<file path="src/rtl/rxq_pkg.sv">
package rxq_pkg;
  // Smallest depth for which the read offset always names a filled slot
  localparam int unsigned RXQ_MIN_DEPTH = 2;

  // What happens to the frame presented in the current cycle
  typedef enum logic [1:0] {
    RXQ_IDLE,    // no frame, or reception disabled
    RXQ_IGNORE,  // dedicated buffer or filter rejects
    RXQ_DROP,    // accepted but ring is full
    RXQ_STORE    // appended at the write offset
  } rxq_verdict_e;
endpackage

</file>
<file path="src/rtl/rxq_cfg_regs.sv">
module rxq_cfg_regs #(
  parameter int IDX_W   = 7,
  parameter int DEPTH_W = 5,
  parameter int SIZE_W  = 7
) (
  input  logic               clk,
  input  logic               rst,
  input  logic               cfg_mode,
  input  logic               we_start,
  input  logic               we_depth,
  input  logic               we_size,
  input  logic [IDX_W-1:0]   start_in,
  input  logic [DEPTH_W-1:0] depth_in,
  input  logic [SIZE_W-1:0]  size_in,
  output logic [IDX_W-1:0]   start_q,
  output logic [DEPTH_W-1:0] depth_q,
  output logic [SIZE_W-1:0]  size_q,
  output logic               err_q
);
  import rxq_pkg::*;

  localparam logic [DEPTH_W-1:0] MinDepth = DEPTH_W'(RXQ_MIN_DEPTH);

  always_ff @(posedge clk) begin
    if (rst) begin
      start_q <= '0;
      depth_q <= '0;
      size_q  <= '0;
      err_q   <= 1'b1;
    end else if (cfg_mode) begin
      if (we_start) start_q <= start_in;
      if (we_size)  size_q  <= size_in;
      if (we_depth) begin
        depth_q <= depth_in;
        err_q   <= (depth_in < MinDepth);
      end
    end
  end
endmodule

</file>
<file path="src/rtl/rxq_ring_ptr.sv">
module rxq_ring_ptr #(
  parameter int W = 5
) (
  input  logic         clk,
  input  logic         rst,
  input  logic         clr,
  input  logic         adv,
  input  logic [W-1:0] depth,
  output logic [W-1:0] ptr
);
  logic at_last;
  assign at_last = (ptr == depth - W'(1));

  always_ff @(posedge clk) begin
    if (rst || clr)
      ptr <= '0;
    else if (adv)
      ptr <= at_last ? '0 : ptr + W'(1);
  end
endmodule

</file>
<file path="src/rtl/rxq_addr_gen.sv">
module rxq_addr_gen #(
  parameter int IDX_W   = 7,
  parameter int DEPTH_W = 5,
  parameter int SIZE_W  = 7,
  parameter int DADDR_W = 16
) (
  input  logic               clk,
  input  logic               rst,
  input  logic               store,
  input  logic [IDX_W-1:0]   start,
  input  logic [DEPTH_W-1:0] wr_ptr,
  input  logic [SIZE_W-1:0]  size,
  input  logic [DADDR_W-1:0] data_base,
  output logic               we,
  output logic [IDX_W-1:0]   hdr_addr,
  output logic [DADDR_W-1:0] data_addr
);
  localparam int PROD_W = DEPTH_W + SIZE_W;

  logic [PROD_W-1:0] byte_off;
  assign byte_off = PROD_W'(wr_ptr) * PROD_W'(size);

  always_ff @(posedge clk) begin
    if (rst) begin
      we        <= 1'b0;
      hdr_addr  <= '0;
      data_addr <= '0;
    end else begin
      we <= store;
      if (store) begin
        hdr_addr  <= start + IDX_W'(wr_ptr);
        data_addr <= data_base + DADDR_W'(byte_off);
      end
    end
  end
endmodule

</file>
<file path="src/rtl/rxq_index_mgr.sv">
module rxq_index_mgr #(
  parameter int IDX_W   = 7,
  parameter int DEPTH_W = 5,
  parameter int SIZE_W  = 7,
  parameter int DADDR_W = 16
) (
  input  logic               clk,
  input  logic               rst,
  input  logic               cfg_mode,
  input  logic               cfg_we_start,
  input  logic               cfg_we_depth,
  input  logic               cfg_we_size,
  input  logic [IDX_W-1:0]   cfg_start_in,
  input  logic [DEPTH_W-1:0] cfg_depth_in,
  input  logic [SIZE_W-1:0]  cfg_size_in,
  input  logic [DADDR_W-1:0] data_base,
  input  logic               frm_valid,
  input  logic               slot_has_mb,
  input  logic               filt_accept,
  input  logic               pop_req,
  input  logic               ovf_clr,
  output logic [IDX_W-1:0]   cfg_start,
  output logic [DEPTH_W-1:0] cfg_depth,
  output logic [SIZE_W-1:0]  cfg_size,
  output logic               cfg_err,
  output logic               hdr_we,
  output logic               stat_we,
  output logic [IDX_W-1:0]   hdr_addr,
  output logic [DADDR_W-1:0] data_addr,
  output logic [IDX_W-1:0]   rd_hdr_idx,
  output logic [DEPTH_W-1:0] entry_cnt,
  output logic               empty,
  output logic               full,
  output logic               nempty_irq,
  output logic               overflow
);
  import rxq_pkg::*;

  logic [DEPTH_W-1:0] wr_ptr, rd_ptr;
  logic               rx_en, store, do_pop, frame_we;
  rxq_verdict_e       verdict;

  rxq_cfg_regs #(.IDX_W(IDX_W), .DEPTH_W(DEPTH_W), .SIZE_W(SIZE_W)) u_cfg (
    .clk(clk), .rst(rst), .cfg_mode(cfg_mode),
    .we_start(cfg_we_start), .we_depth(cfg_we_depth), .we_size(cfg_we_size),
    .start_in(cfg_start_in), .depth_in(cfg_depth_in), .size_in(cfg_size_in),
    .start_q(cfg_start), .depth_q(cfg_depth), .size_q(cfg_size), .err_q(cfg_err)
  );

  // Reception runs only outside the configuration state with a legal depth
  assign rx_en = !cfg_mode && !cfg_err;
  assign empty = (entry_cnt == '0);
  assign full  = !cfg_err && (entry_cnt == cfg_depth);
  assign nempty_irq = !empty;

  always_comb begin
    if (!rx_en || !frm_valid)          verdict = RXQ_IDLE;
    else if (slot_has_mb || !filt_accept) verdict = RXQ_IGNORE;
    else if (full)                     verdict = RXQ_DROP;
    else                               verdict = RXQ_STORE;
  end

  assign store  = (verdict == RXQ_STORE);
  assign do_pop = !cfg_mode && pop_req && !empty;

  rxq_ring_ptr #(.W(DEPTH_W)) u_wr (
    .clk(clk), .rst(rst), .clr(cfg_mode), .adv(store), .depth(cfg_depth), .ptr(wr_ptr)
  );

  rxq_ring_ptr #(.W(DEPTH_W)) u_rd (
    .clk(clk), .rst(rst), .clr(cfg_mode), .adv(do_pop), .depth(cfg_depth), .ptr(rd_ptr)
  );

  assign rd_hdr_idx = cfg_start + IDX_W'(rd_ptr);

  always_ff @(posedge clk) begin
    if (rst || cfg_mode)
      entry_cnt <= '0;
    else if (store && !do_pop)
      entry_cnt <= entry_cnt + DEPTH_W'(1);
    else if (do_pop && !store)
      entry_cnt <= entry_cnt - DEPTH_W'(1);
  end

  // Sticky overflow: a new drop wins over a clear in the same cycle
  always_ff @(posedge clk) begin
    if (rst)
      overflow <= 1'b0;
    else if (verdict == RXQ_DROP)
      overflow <= 1'b1;
    else if (ovf_clr)
      overflow <= 1'b0;
  end

  rxq_addr_gen #(.IDX_W(IDX_W), .DEPTH_W(DEPTH_W), .SIZE_W(SIZE_W), .DADDR_W(DADDR_W)) u_addr (
    .clk(clk), .rst(rst), .store(store), .start(cfg_start), .wr_ptr(wr_ptr),
    .size(cfg_size), .data_base(data_base),
    .we(frame_we), .hdr_addr(hdr_addr), .data_addr(data_addr)
  );

  // Header and slot status go to separate fields of the same entry
  assign hdr_we  = frame_we;
  assign stat_we = frame_we;
endmodule

</file>
<file path="config.mk">
export PLATFORM = sky130hd
export DESIGN_NAME = rxq_index_mgr
export DESIGN_NICKNAME = d
export VERILOG_FILES = /design/src/rtl/rxq_pkg.sv /design/src/rtl/rxq_cfg_regs.sv /design/src/rtl/rxq_ring_ptr.sv /design/src/rtl/rxq_addr_gen.sv /design/src/rtl/rxq_index_mgr.sv
export SDC_FILE = /design/constraint.sdc
export NUM_CORES = 1
export LEC_CHECK = 0
export CELL_PAD_IN_SITES_DETAIL_PLACEMENT = 2
export CELL_PAD_IN_SITES_GLOBAL_PLACEMENT = 2
export CORE_MARGIN = 3
export CORE_UTILIZATION = 35
export DETAILED_ROUTE_END_ITERATION = 8
export DONT_BUFFER_PORTS = 1
export PLACE_DENSITY = 0.87
export SYNTH_ARGS = -nofsm -noshare
export SYNTH_HDL_FRONTEND = slang
export SYNTH_HIERARCHICAL = 1
export SYNTH_SLANG_ARGS = --single-unit
</file>
<file path="constraint.sdc">
create_clock -name clk -period 3.52 [get_ports clk]
set_clock_uncertainty 0.1 [all_clocks]
set_input_delay 0.176 -clock clk [delete_from_list [all_inputs] [get_ports clk]]
set_output_delay 0.176 -clock clk [all_outputs]
set_load 0.05 [all_outputs]
</file>
### Yosys cells after proc, flatten, opt, wreduce, memory -nomap -nowiden

Index checks and enable logic that the tools add are counted.

| word-level totals | value |
|---|---|
| memories kept | 0 |
| bits in latches | 0 |
| input port bits | 46 |
| memory bits (writable) | 0 |
| bits in read-only memories | 0 |
| register bits | 60 |
| output and inout port bits | 61 |

| operators by class | value |
|---|---|
| bitwise gates (word level) | 0 |
| equality and inequality tests | 5 |
| reductions and logical operators | 23 |
| $lt $le $gt $ge | 1 |
| mux-type cells | 9 |
| add/subtract/negate cells | 8 |
| div/mod/pow operators | 0 |
| shifts and indexed selects | 0 |
| multipliers | 1 |

Operators by type and width:

| kind | number |
|---|---|
| 5-bit two-way mux | 4 |
| 16-bit by 12-bit adder with 16-bit output | 1 |
| 5-bit by 1-bit adder with 5-bit output, second input constant | 3 |
| 5-bit == test | 3 |
| 7-bit by 5-bit adder with 7-bit output | 2 |
| 5-bit by 7-bit multiplier with 12-bit output | 1 |
| 5-bit by 1-bit subtractor with 5-bit output, second input constant | 2 |
| 1-bit zero test | 8 |
| 1-bit logical AND | 6 |
| 2-bit AND reduction | 3 |
| 5-bit zero test | 1 |
| 5-bit by 2-bit < comparator with 1-bit output, second input constant | 1 |
| 2-bit == test, second input constant | 2 |
| 2-bit two-way mux | 2 |
| 2-bit nonzero test | 2 |
| 1-bit logical OR | 3 |
| 1-bit two-way mux | 3 |

### Logic depth before layout (Yosys ltp)

Gate-level depths: netlist of run 1.

| depth | value |
|---|---|
| depth in word-level cells | 10 |
| gate-level depth with buffers | 13 |

### Cells and area by module

The synthesis of run 1 kept the hierarchy.

Modules (own cells, without submodules):

| module | times used | sequential area each (µm²) | area each (µm²) | cells an instance |
|---|---|---|---|---|
| rxq_addr_gen | 1 | 480.5 | 2647.5 | 305 |
| rxq_cfg_regs | 1 | 400.4 | 955.9 | 90 |
| rxq_ring_ptr | 2 | 100.1 | 396.6 | 44 |
| rxq_index_mgr | 1 | 120.1 | 684.4 | 86 |

### Least setup slack after synthesis of run 1

No wires, ideal clock.

| timing path | value |
|---|---|
| path type | register to register |
| start point | register u_cfg.depth_q[2] |
| end point | register entry_cnt[4] |
| path slack | -0.710 ns |
| cell stages (with the launch flop) | 12 |
| data arrival time | 4.071 ns |
| period minus slack after synthesis | 4.230 ns |
| path buffers | 0 |
| path through | dfxtp_1 -> xnor2_1 -> nand4_1 -> nor3_1 -> nor2_1 -> ha_1 -> inv_1 -> ha_1 -> a21oi_1 -> nand3_1 -> a2111oi_2 -> a31o_1 |

| between the ends | value |
|---|---|
| cells in the longest elaborated chain, start to end | 9 |
| elaborated cells on any way between the ends | 11 |
| those cells by class | eq/ne: 2; mux: 4; reduce/logical: 5 |

RTL lines:

| what | line | text |
|---|---|---|
| start: declaration | rxq_cfg_regs.sv:16 | `output logic [DEPTH_W-1:0] depth_q,` |
| start signal: assignment | rxq_cfg_regs.sv:34 | `depth_q <= depth_in;` |
| 5-bit == test * | rxq_index_mgr.sv:53 | `assign full = !cfg_err && (entry_cnt == cfg_depth);` |
| 1-bit logical AND * | rxq_index_mgr.sv:53 |  |
| net full | rxq_index_mgr.sv:33 | `output logic full,` |
| 1-bit two-way mux * | rxq_index_mgr.sv:59 | `else if (full) verdict = RXQ_DROP;` |
| 2-bit two-way mux * | rxq_index_mgr.sv:58 | `else if (slot_has_mb \|\| !filt_accept) verdict = RXQ_IGNORE;` |
| 2-bit two-way mux * | rxq_index_mgr.sv:57 | `if (!rx_en \|\| !frm_valid) verdict = RXQ_IDLE;` |
| 2-bit == test * | rxq_index_mgr.sv:63 | `assign store = (verdict == RXQ_STORE);` |
| net store | rxq_index_mgr.sv:40 | `logic rx_en, store, do_pop, frame_we;` |
| 1-bit zero test | rxq_index_mgr.sv:81 | `else if (do_pop && !store)` |
| 1-bit logical AND | rxq_index_mgr.sv:81 |  |
| 2-bit nonzero test (no source line) | -- |  |
| end signal: assignment | rxq_index_mgr.sv:80 | `entry_cnt <= entry_cnt + DEPTH_W'(1);` |
| end signal: assignment | rxq_index_mgr.sv:82 | `entry_cnt <= entry_cnt - DEPTH_W'(1);` |
| end: declaration | rxq_index_mgr.sv:31 | `output logic [DEPTH_W-1:0] entry_cnt,` |

The timed path passes the listed nets; every way through them passes the cells marked *.
A chain may end at the register's enable or synchronous reset.

### Worst setup path in the final report of run 1

| timing path | value |
|---|---|
| start point | register u_cfg.size_q[3] |
| end point | register u_addr.data_addr[11] |

| between the ends | value |
|---|---|
| cells in the longest elaborated chain, start to end | 2 |

RTL lines:

| what | line | text |
|---|---|---|
| start: declaration | rxq_cfg_regs.sv:17 | `output logic [SIZE_W-1:0] size_q,` |
| start signal: assignment | rxq_cfg_regs.sv:32 | `if (we_size) size_q <= size_in;` |
| 5-bit by 7-bit multiplier with 12-bit output | rxq_addr_gen.sv:21 | `assign byte_off = PROD_W'(wr_ptr) * PROD_W'(size);` |
| 16-bit by 12-bit adder with 16-bit output | rxq_addr_gen.sv:32 | `data_addr <= data_base + DADDR_W'(byte_off);` |
| end signal: assignment | rxq_addr_gen.sv:32 |  |
| end: declaration | rxq_addr_gen.sv:16 | `output logic [DADDR_W-1:0] data_addr` |

No other way between the ends.

==> impl_metrics.env, run 1 <==
export IMPL_antenna_found_initial=0
export IMPL_p_int_mw=1.44
export IMPL_p_sw_share_pct=28.9
export IMPL_ys_ff_latch=60
export IMPL_seqPwrFrac_pct=35.6
export IMPL_antenna_left=0
export IMPL_cp_required_ps=3680
export IMPL_die_h_um=126
export IMPL_start_util_pct=36.2
export IMPL_hold_violations=0
export IMPL_htree_levels=3
export IMPL_synthTopCellsByArea="dfxtp_1, fa_1, ha_1"
export IMPL_drt_pre_antenna_iters=4
export IMPL_synth_top_area_share_pct=23.6
export IMPL_clockRootBuffer="clkbuf_16"
export IMPL_die_area_um2=16000
export IMPL_hold_path_class="in -> reg"
export IMPL_ir_worst_vdd_v=0.000277
export IMPL_pin_count=107
export IMPL_slew_viol_final=0
export IMPL_syn_area_um2=5080
export IMPL_fillers=1440
export IMPL_synth_edf_count=0
export IMPL_yosys_warnings=6
export IMPL_routed_wl_um=21300
export IMPL_status="finished with violations"
export IMPL_post_route_period_util_pct=107
export IMPL_post_dp_cell_area_um2=5790
export IMPL_antenna_cells=0
export IMPL_fp_dieW_um=126
export IMPL_port_buffers=0
export IMPL_ys_seq_area_share_pct=23.6
export IMPL_setup_viol=9
export IMPL_power_leakage_nw=2.92
export IMPL_clk_pin_slew_ps=60
export IMPL_drv_cap=0
export IMPL_rsz0062_at_grt="true"
export IMPL_fin_crit_ps=3780
export IMPL_nNetsFinal=795
export IMPL_synthTopCellsByCount="inv_1, dfxtp_1, ha_1"
export IMPL_place_hpwl_um=12900
export IMPL_synthToLayoutAreaGrowth_pct=37.1
export IMPL_synth_cell_types=61
export IMPL_setup_slack_ps=-258
export IMPL_synth_nets=683
export IMPL_grt_max_degree=55
export IMPL_tritoncts="done"
export IMPL_drive_gt1_share_pct=32.2
export IMPL_final_util_pct=49.6
export IMPL_combPwrFrac_pct=16.3
export IMPL_avgSynthCellArea_um2=8.93
export IMPL_critical_path_class="reg -> reg"
export IMPL_violations="setup timing"
export IMPL_reg2regPathDepth=14
export IMPL_post_drt_wl_per_cell_um=24.6
export IMPL_num_rows=43
export IMPL_fin_area_um2=6970
export IMPL_slew_headroom_pct=37.9
export IMPL_grt_pass1_wl_um=31900
export IMPL_gp_congestion=0.782
export IMPL_worstSkewPairLatency_ps=350
export IMPL_worstHoldPathCells=3
export IMPL_pwr_share_clk_pct=48.1
export IMPL_powerDensity_nw_per_um2=291
export IMPL_synthFlopType="dfxtp_1"
export IMPL_cp_max_fo=4
export IMPL_fmax_mhz=265
export IMPL_cp_arrival_ps=3930
export IMPL_synth_most_common_cell="inv_1"
export IMPL_p_sw_uw=587
export IMPL_yosysTopAreaCell="dfxtp_1"
export IMPL_synthCells=569
export IMPL_drt_initial_drc_count=173
export IMPL_tightest_slew_ps=930
export IMPL_numCtsBuffers=9
export IMPL_grtUsageTotal_pct=25.7
export IMPL_cts_sinks=60
export IMPL_avgViaCountPerCell=5.55
export IMPL_grt_pass1_vias=5744
export IMPL_drc=0
export IMPL_synthArstFlopShare_pct=0
export IMPL_grt_ovfl_total=0
export IMPL_clockBufferDepth=2
export IMPL_cp_start_kind="flop"
export IMPL_critPathCaptureType="flop"
export IMPL_num_vias=4806
export IMPL_fp_coreArea_um2=14000
==> placed cells by master (no fill, tap or decap), drive strengths merged, types with 4 or more instances in the layout <==
cell and instances:
a211o 4, a211oi 7, a21bo 20, a21o 9, a21oi 48, and2 28
buf 78, clkbuf 11, dfxtp 60, dlygate4sd3 44, fa 28, ha 40
inv 64, mux2i 10, nand2 33, nand2b 6, nand3 28, nand4 5
nor2 30, nor2b 8, nor3 10, nor3b 11, o211ai 4, o21ai 11
o311ai 7, o32ai 5, or2b 4, xnor2 22, xor2 10
==> cells by family (layout without fill, tap and decap cells) <==
group / count (synthesis) / in the layout / synth area share (%)
buffers and inverters: 85 / 202 / 6.99
DFF: 60 / 60 / 23.6
xor gates and xnor gates: 34 / 34 / 6.40
adders and majority gates: 68 / 68 / 20.9
AOI/OAI and AO/OA: 130 / 130 / 19.4
muxes: 10 / 10 / 1.97
and+or+nand+nor: 182 / 182 / 20.7
==> what timing repair did <==
| action | in CTS | in global routing |
|---|---|---|
| setup buffers | 12 | 7 |
| hold endpoints to repair | 56 | 1 |
| hold buffers | 44 | 1 |
| pin swaps | 25 | 44 |
| endpoints found under the setup margin | 10 | 10 |
| gates resized for setup | 30 | 52 |
| cloned | 0 | 0 |
==> power groups by stage <==
stage	logic [mW]	clock network [mW]	registers, mW
6_report	0.330	0.976	0.722
3_5_place_dp	0.244	0	0.740
2_1_floorplan	0.168	0	0.766
5_1_grt	0.352	1.02	0.724
3_3_place_gp	0.228	0	0.738
4_1_cts	0.307	0.988	0.721
==> through the flow <==
step           hold slack (ps)  cells  total power [mW]  worst slack, ps  TNS (ps)
2_1_floorplan              153    569             0.934             -136      -186
5_1_grt                   17.4    866              2.10             -405     -2930
3_5_place_dp               143    788             0.984             -274     -1800
3_3_place_gp               144    788             0.966             -109      -420
6_report                  9.75    866              2.03             -258     -1540
4_1_cts                   1.49    860              2.02             -217     -1400
==> critical path: stages, from the launching register on <==
cell and delay, ps:
dfxtp_4 370, buf_4 130, and2_4 150, fa_2 460, fa_1 530, inv_2 50, fa_1 500, inv_2 50
ha_4 230, a21o_1 210, a21oi_4 160, buf_4 150, a211oi_4 60, or4_4 440, o311ai_2 90
==> layer usage <==
layer	global-route usage, %	vias up	routed length (um)
li1	-	2186	-
met1	25.3	2425	7740
met2	50.8	147	11900
met3	7.07	48	888
met4	8.96	0	707
met5	0	-	0
==> path summary, 6_finish.rpt <==
| kind | startpoint | endpoint | slack [ps] |
|---|---|---|---|
| setup / recovery | u_cfg/size_q[3] | u_addr/data_addr[11] | -260 |
| hold / removal | cfg_mode | entry_cnt[3] | 10 |
| setup reg to reg | u_cfg/size_q[3] | u_addr/data_addr[11] | -260 |
| hold reg to reg | u_rd/ptr[0] | u_rd/ptr[0] | 510 |
==> registers in the layout, indices dropped and copies added (netlist names) <==
signal	count
u_addr/hdr_addr	7
u_addr/data_addr	16
u_cfg/start_q	7
u_addr/we	1
u_wr/ptr	5
u_cfg/depth_q	5
entry_cnt	5
u_rd/ptr	5
u_cfg/size_q	7
overflow	1
u_cfg/err_q	1
==> final cells by class <==
cell class	count	area (um2)	share of cell area (%)
Timing Repair Buffer	122	1090	15.6
Clock buffer	11	233	3.34
Inverter	64	240	3.45
Multi-Input combinational cell	424	3860	55.4
Sequential cell	60	1250	17.9
Tap cell	180	225	3.23
Clock inverter	5	77.6	1.11
Note: power is estimated with default switching activity, not from simulation.
==> inputs of run 2 (changes only) <==
--- a/config.mk
+++ b/config.mk
@@ -7,11 +7,11 @@
 export LEC_CHECK = 0
 export CELL_PAD_IN_SITES_DETAIL_PLACEMENT = 2
 export CELL_PAD_IN_SITES_GLOBAL_PLACEMENT = 2
-export CORE_MARGIN = 3
-export CORE_UTILIZATION = 35
+export CORE_UTILIZATION = 36
+export CTS_BUF_LIST = sky130_fd_sc_hd__clkbuf_8
 export DETAILED_ROUTE_END_ITERATION = 8
 export DONT_BUFFER_PORTS = 1
-export PLACE_DENSITY = 0.87
+export PLACE_DENSITY = 0.89
 export SYNTH_ARGS = -nofsm -noshare
 export SYNTH_HDL_FRONTEND = slang
 export SYNTH_HIERARCHICAL = 1
==> run 2 against run 1 <==
The run still ends with setup timing left. Fmax decreased by 5.1%. Wire length increased by 5.9%. Flip-flop and latch count unchanged. Critical path type unchanged. Largest power group is now registers.
==> impl_metrics.env, run 2 (same netlist as run 1, synthesis figures left out) <==
export IMPL_drv_cap=0
export IMPL_fillers=1468
export IMPL_num_rows=43
export IMPL_synthToLayoutAreaGrowth_pct=34.2
export IMPL_post_drt_wl_per_cell_um=25.9
export IMPL_place_hpwl_um=12800
export IMPL_cts_sinks=60
export IMPL_hold_violations=0
export IMPL_num_vias=4928
export IMPL_fin_crit_ps=3980
export IMPL_cp_arrival_ps=4140
export IMPL_hold_path_class="in -> reg"
export IMPL_ir_worst_vdd_v=0.000196
export IMPL_layout_cells_non_filler=871
export IMPL_drive_gt1_share_pct=29.7
export IMPL_antenna_found_initial=0
export IMPL_slew_headroom_pct=38.0
export IMPL_pin_count=107
export IMPL_critPathCaptureType="flop"
export IMPL_clockRootBuffer="clkbuf_8"
export IMPL_routed_wl_um=22500
export IMPL_cp_required_ps=3680
export IMPL_drt_pre_antenna_iters=4
export IMPL_htree_levels=3
export IMPL_violations="setup timing"
export IMPL_final_seq_area_um2=1250
export IMPL_final_common_cell="buf_4"
export IMPL_numPlacedInstances=787
export IMPL_die_h_um=121
export IMPL_status="finished with violations"
export IMPL_antenna_cells=0
export IMPL_fmax_mhz=251
export IMPL_port_buffers=0
export IMPL_slew_viol_final=0
export IMPL_numCtsBuffers=9
export IMPL_setup_viol=9
export IMPL_place_ws_ps=-347
export IMPL_worstHoldPathCells=2
export IMPL_drc=0
export IMPL_nNetsFinal=800
export IMPL_antenna_left=0
export IMPL_avgViaCountPerCell=5.66
export IMPL_cp_start_kind="flop"
export IMPL_grt_pass1_vias=5699
export IMPL_tritoncts="done"
export IMPL_powerDensity_nw_per_um2=245
export IMPL_grt_ovfl_total=0
export IMPL_final_cell_mix="buf_4, inv_1, dfxtp_1"
export IMPL_rsz0062_at_grt="true"
export IMPL_die_area_um2=14600
export IMPL_largest_reg_flops=16
export IMPL_power_leakage_nw=2.91
export IMPL_hold_ws_ps=36.5
export IMPL_final_util_pct=49.3
export IMPL_gp_congestion=0.803
export IMPL_post_route_period_util_pct=113
export IMPL_clk_pin_slew_ps=90
export IMPL_grt_pass1_wl_um=31900
export IMPL_clockBufferDepth=2
export IMPL_top_register="u_addr/data_addr"
export IMPL_setup_slack_ps=-461
export IMPL_tightest_slew_ps=929
export IMPL_p_total_mw=1.67
export IMPL_multiInputGateArea_um2=3800
export IMPL_drt_initial_drc_count=305
export IMPL_grt_max_degree=55
export IMPL_fp_coreArea_um2=13800
export IMPL_reg2regPathDepth=13
export IMPL_grtUsageTotal_pct=29.5
export IMPL_fp_dieW_um=121
export IMPL_cp_max_fo=5
export IMPL_start_util_pct=36.7
export IMPL_worstSkewPairLatency_ps=380
export IMPL_critical_path_class="reg -> reg"
run 2: where the power goes:
group	internal, mW	switching [mW]	leakage, nW
clock	0.285	0.341	0.103
combinational	0.131	0.188	2.31
sequential	0.685	0.0400	0.495
run 2: repair_timing:
item                       CTS  global route
cloned                       0             0
pin swaps                   30            28
setup endpoints to repair   10            13
hold endpoints to repair    60             1
setup buffers               13            11
resized for setup           26            35
hold buffers                44             1
run 2: stage by stage:
stage	setup TNS [ps]	cell area [um2]
3_5_place_dp	-2380	5780
5_1_grt	-3940	6820
3_3_place_gp	-505	5780
6_report	-3050	6820
4_1_cts	-1620	6600
2_1_floorplan	-186	5220
run 2: final timing paths:
| kind | start | end | slack (ps) |
|---|---|---|---|
| setup / recovery | u_wr/ptr[2] | u_addr/data_addr[11] | -460 |
| hold / removal | rst | u_addr/data_addr[0] | 40 |
| setup reg to reg | u_wr/ptr[2] | u_addr/data_addr[11] | -460 |
| hold reg to reg | u_rd/ptr[1] | u_rd/ptr[1] | 470 |
run 2: per-layer routing:
layer	share of wire (%)	global-route usage [%]	vias to the layer above
li1	-	-	2198
met1	37	30.0	2522
met2	56	57.5	158
met3	3.9	6.37	50
met4	3.5	11.8	0
met5	0	0	-
run 2: worst max-delay path, stage by stage (launching register included):
cell	delay, ps
dfxtp_4	370
buf_6	120
buf_6	110
and2_4	150
fa_2	420
fa_1	560
inv_1	60
fa_1	510
inv_2	60
ha_4	230
a21oi_1	240
o21ai_0	240
or4_1	550
o311ai_1	140
run 2: cell type report:
cell class                 count  area share (%)
multi-input combinational    424            55.8
sequential                    60            18.3
timing repair buffer         127            16.6
inverter                      64            3.52
tap                          180            3.30
clock buffer                  11            2.22
clock inverter                 5           0.312
==> inputs of run 3 (changes only) <==
--- a/config.mk
+++ b/config.mk
@@ -7,12 +7,11 @@
 export LEC_CHECK = 0
 export CELL_PAD_IN_SITES_DETAIL_PLACEMENT = 2
 export CELL_PAD_IN_SITES_GLOBAL_PLACEMENT = 2
-export CORE_UTILIZATION = 36
+export CORE_UTILIZATION = 35
 export CTS_BUF_LIST = sky130_fd_sc_hd__clkbuf_8
 export DETAILED_ROUTE_END_ITERATION = 8
 export DONT_BUFFER_PORTS = 1
-export PLACE_DENSITY = 0.89
+export PLACE_DENSITY = 0.88
 export SYNTH_ARGS = -nofsm -noshare
 export SYNTH_HDL_FRONTEND = slang
-export SYNTH_HIERARCHICAL = 1
 export SYNTH_SLANG_ARGS = --single-unit
==> run 3 against run 2 <==
The run still ends with setup timing left. Critical path type unchanged. Flip-flop and latch count unchanged. Hold slack got worse by 11 ps. Combinational power increased by 3%. Highest routed layer unchanged. Largest power group unchanged. Sequential share of layout area grew 1.0 points. Final cell count fell by 3.0%. Total power grew 2.0%. Core utilization shrank 1.1 points.
==> impl_metrics.env, run 3 <==
export IMPL_synth_cell_types=62
export IMPL_synthTopCellsByCount="inv_1, nand2_1, dfxtp_1"
export IMPL_slew_headroom_pct=36.4
export IMPL_cts_sinks=60
export IMPL_critPathCaptureType="flop"
export IMPL_yosysTopAreaCell="dfxtp_1"
export IMPL_clockBufferDepth=2
export IMPL_tritoncts="done"
export IMPL_synthFlopType="dfxtp_1"
export IMPL_rsz0062_at_grt="true"
export IMPL_drive_gt1_share_pct=24.6
export IMPL_ir_worst_vdd_v=0.000193
export IMPL_synthTopCellsByArea="dfxtp_1, fa_1, ha_1"
export IMPL_synth_nets=682
export IMPL_worstSkewPairLatency_ps=370
export IMPL_num_vias=4728
export IMPL_setup_slack_ps=-356
export IMPL_cp_start_kind="flop"
export IMPL_fillers=1435
export IMPL_num_rows=42
export IMPL_grt_ovfl_total=0
export IMPL_slew_viol_final=0
export IMPL_setup_viol=10
export IMPL_fp_coreArea_um2=13400
export IMPL_avgViaCountPerCell=5.60
export IMPL_ys_seq_area_share_pct=24.7
export IMPL_top_register="u_addr.data_addr"
export IMPL_die_area_um2=14400
export IMPL_fin_crit_ps=3880
export IMPL_antenna_left=0
export IMPL_hold_path_class="in -> reg"
export IMPL_grt_max_degree=50
export IMPL_post_route_period_util_pct=110
export IMPL_final_cell_mix="buf_4, nand2_1, inv_1"
export IMPL_clockRootBuffer="clkbuf_8"
export IMPL_clk_pin_slew_ps=80
export IMPL_routed_wl_um=21400
export IMPL_place_ws_ps=-319
export IMPL_place_hpwl_um=13100
export IMPL_hold_violations=0
export IMPL_post_dp_cell_area_um2=5400
export IMPL_nNetsFinal=776
export IMPL_synth_edf_count=0
export IMPL_drc=0
export IMPL_drt_initial_drc_count=235
export IMPL_synthToLayoutAreaGrowth_pct=32.8
export IMPL_numCtsBuffers=9
export IMPL_ys_ff_latch=60
export IMPL_die_h_um=120
export IMPL_largest_reg_flops=16
export IMPL_grt_pass1_vias=5470
export IMPL_power_leakage_nw=2.65
export IMPL_status="finished with violations"
export IMPL_powerDensity_nw_per_um2=264
export IMPL_violations="setup timing"
export IMPL_post_drt_wl_per_cell_um=25.3
export IMPL_layout_cells_non_filler=845
export IMPL_fp_dieW_um=120
export IMPL_yosys_warnings=0
export IMPL_start_util_pct=36.3
export IMPL_cp_max_fo=6
export IMPL_pin_count=107
export IMPL_drv_cap=0
export IMPL_fmax_mhz=258
export IMPL_synthArstFlopShare_pct=0
export IMPL_cp_arrival_ps=4030
export IMPL_tightest_slew_ps=953
export IMPL_fin_area_um2=6460
export IMPL_avgSynthCellArea_um2=8.55
export IMPL_synthCells=569
export IMPL_antenna_found_initial=1
export IMPL_port_buffers=0
export IMPL_critical_path_class="reg -> reg"
export IMPL_syn_area_um2=4860
export IMPL_drt_pre_antenna_iters=4
export IMPL_final_common_cell="buf_4"
export IMPL_numPlacedInstances=763
export IMPL_grt_pass1_wl_um=31900
export IMPL_synth_top_area_share_pct=24.7
export IMPL_gp_congestion=0.805
export IMPL_cp_required_ps=3670
export IMPL_htree_levels=3
export IMPL_p_total_mw=1.70
export IMPL_grtUsageTotal_pct=29.9
run 3: report_power, final:
| part | switching [mW] | total (mW) | internal, mW |
|---|---|---|---|
| registers | 0.0346 | 0.720 | 0.685 |
| logic | 0.195 | 0.327 | 0.132 |
| clock network | 0.338 | 0.656 | 0.318 |
run 3: final timing paths:
check / from / end / slack (ps) / cells past startpoint
worst max-delay path: u_cfg.size_q[3] / u_addr.data_addr[12] / -360 / 13
worst min-delay path: data_base[0] / u_addr.data_addr[0] / 30 / 3
worst max register to register: u_cfg.size_q[3] / u_addr.data_addr[12] / -360 / 13
worst min register to register: u_rd.ptr[1] / u_rd.ptr[1] / 490 / 2
run 3: critical path: stages (launching register included):
cell and delay [ps]:
dfxtp_4 410, and2_4 180, fa_2 480, fa_1 550, inv_2 60, fa_1 550, inv_2 70, ha_4 250
buf_12 130, o21ai_4 180, nor2_2 90, o31ai_4 300, a2111oi_2 130, a311o_1 300
run 3: stage by stage:
stage / hold slack, ps / utilization, % / setup TNS (ps)
final: 25.6 / 48.2 / -2520
after global routing: 52.4 / 48.2 / -3210
after CTS: 36.1 / 46.7 / -1100
after detailed placement: 150 / 40.3 / -1410
after global placement: 146 / 40.3 / -208
after floorplan: 213 / - / -38.9
run 3: final cells by class:
class	count	area (um2)	share of cell area (%)
Multi-Input combinational cell	415	3570	55.2
Sequential cell	60	1250	19.3
Timing Repair Buffer	113	1000	15.5
Inverter	64	240	3.72
Tap cell	176	220	3.41
Clock buffer	9	124	1.92
Clock inverter	7	58.8	0.911
Antenna cell	1	2.50	0.0388
run 3: repair_timing:
item / CTS / global route
gates resized for setup: 32 / 24
hold endpoints to repair: 45 / 0
hold buffers: 47 / 0
buffers inserted: 6 / 13
pin swaps: 24 / 36
endpoints found under the setup margin: 9 / 11
run 3: cells by family after synthesis:
group / count (synthesis) / synth area share (%)
XOR/XNOR: 35 / 8.21
adder cells (fa/ha/maj): 67 / 21.6
multiplexers: 2 / 0.412
buffers and inverters: 94 / 8.70
AND/OR/NAND/NOR: 196 / 21.1
AO/OA/AOI/OAI: 115 / 15.3
flip-flops: 60 / 24.7
run 3: per-layer routing:
metal  up-vias  track usage, %  routed length (um)
li1       2122               -                   -
met1      2389            32.4                8170
met2       160            55.7               11400
met3        57            6.70                 991
met4         0            12.0                 830
met5         -               0                   0
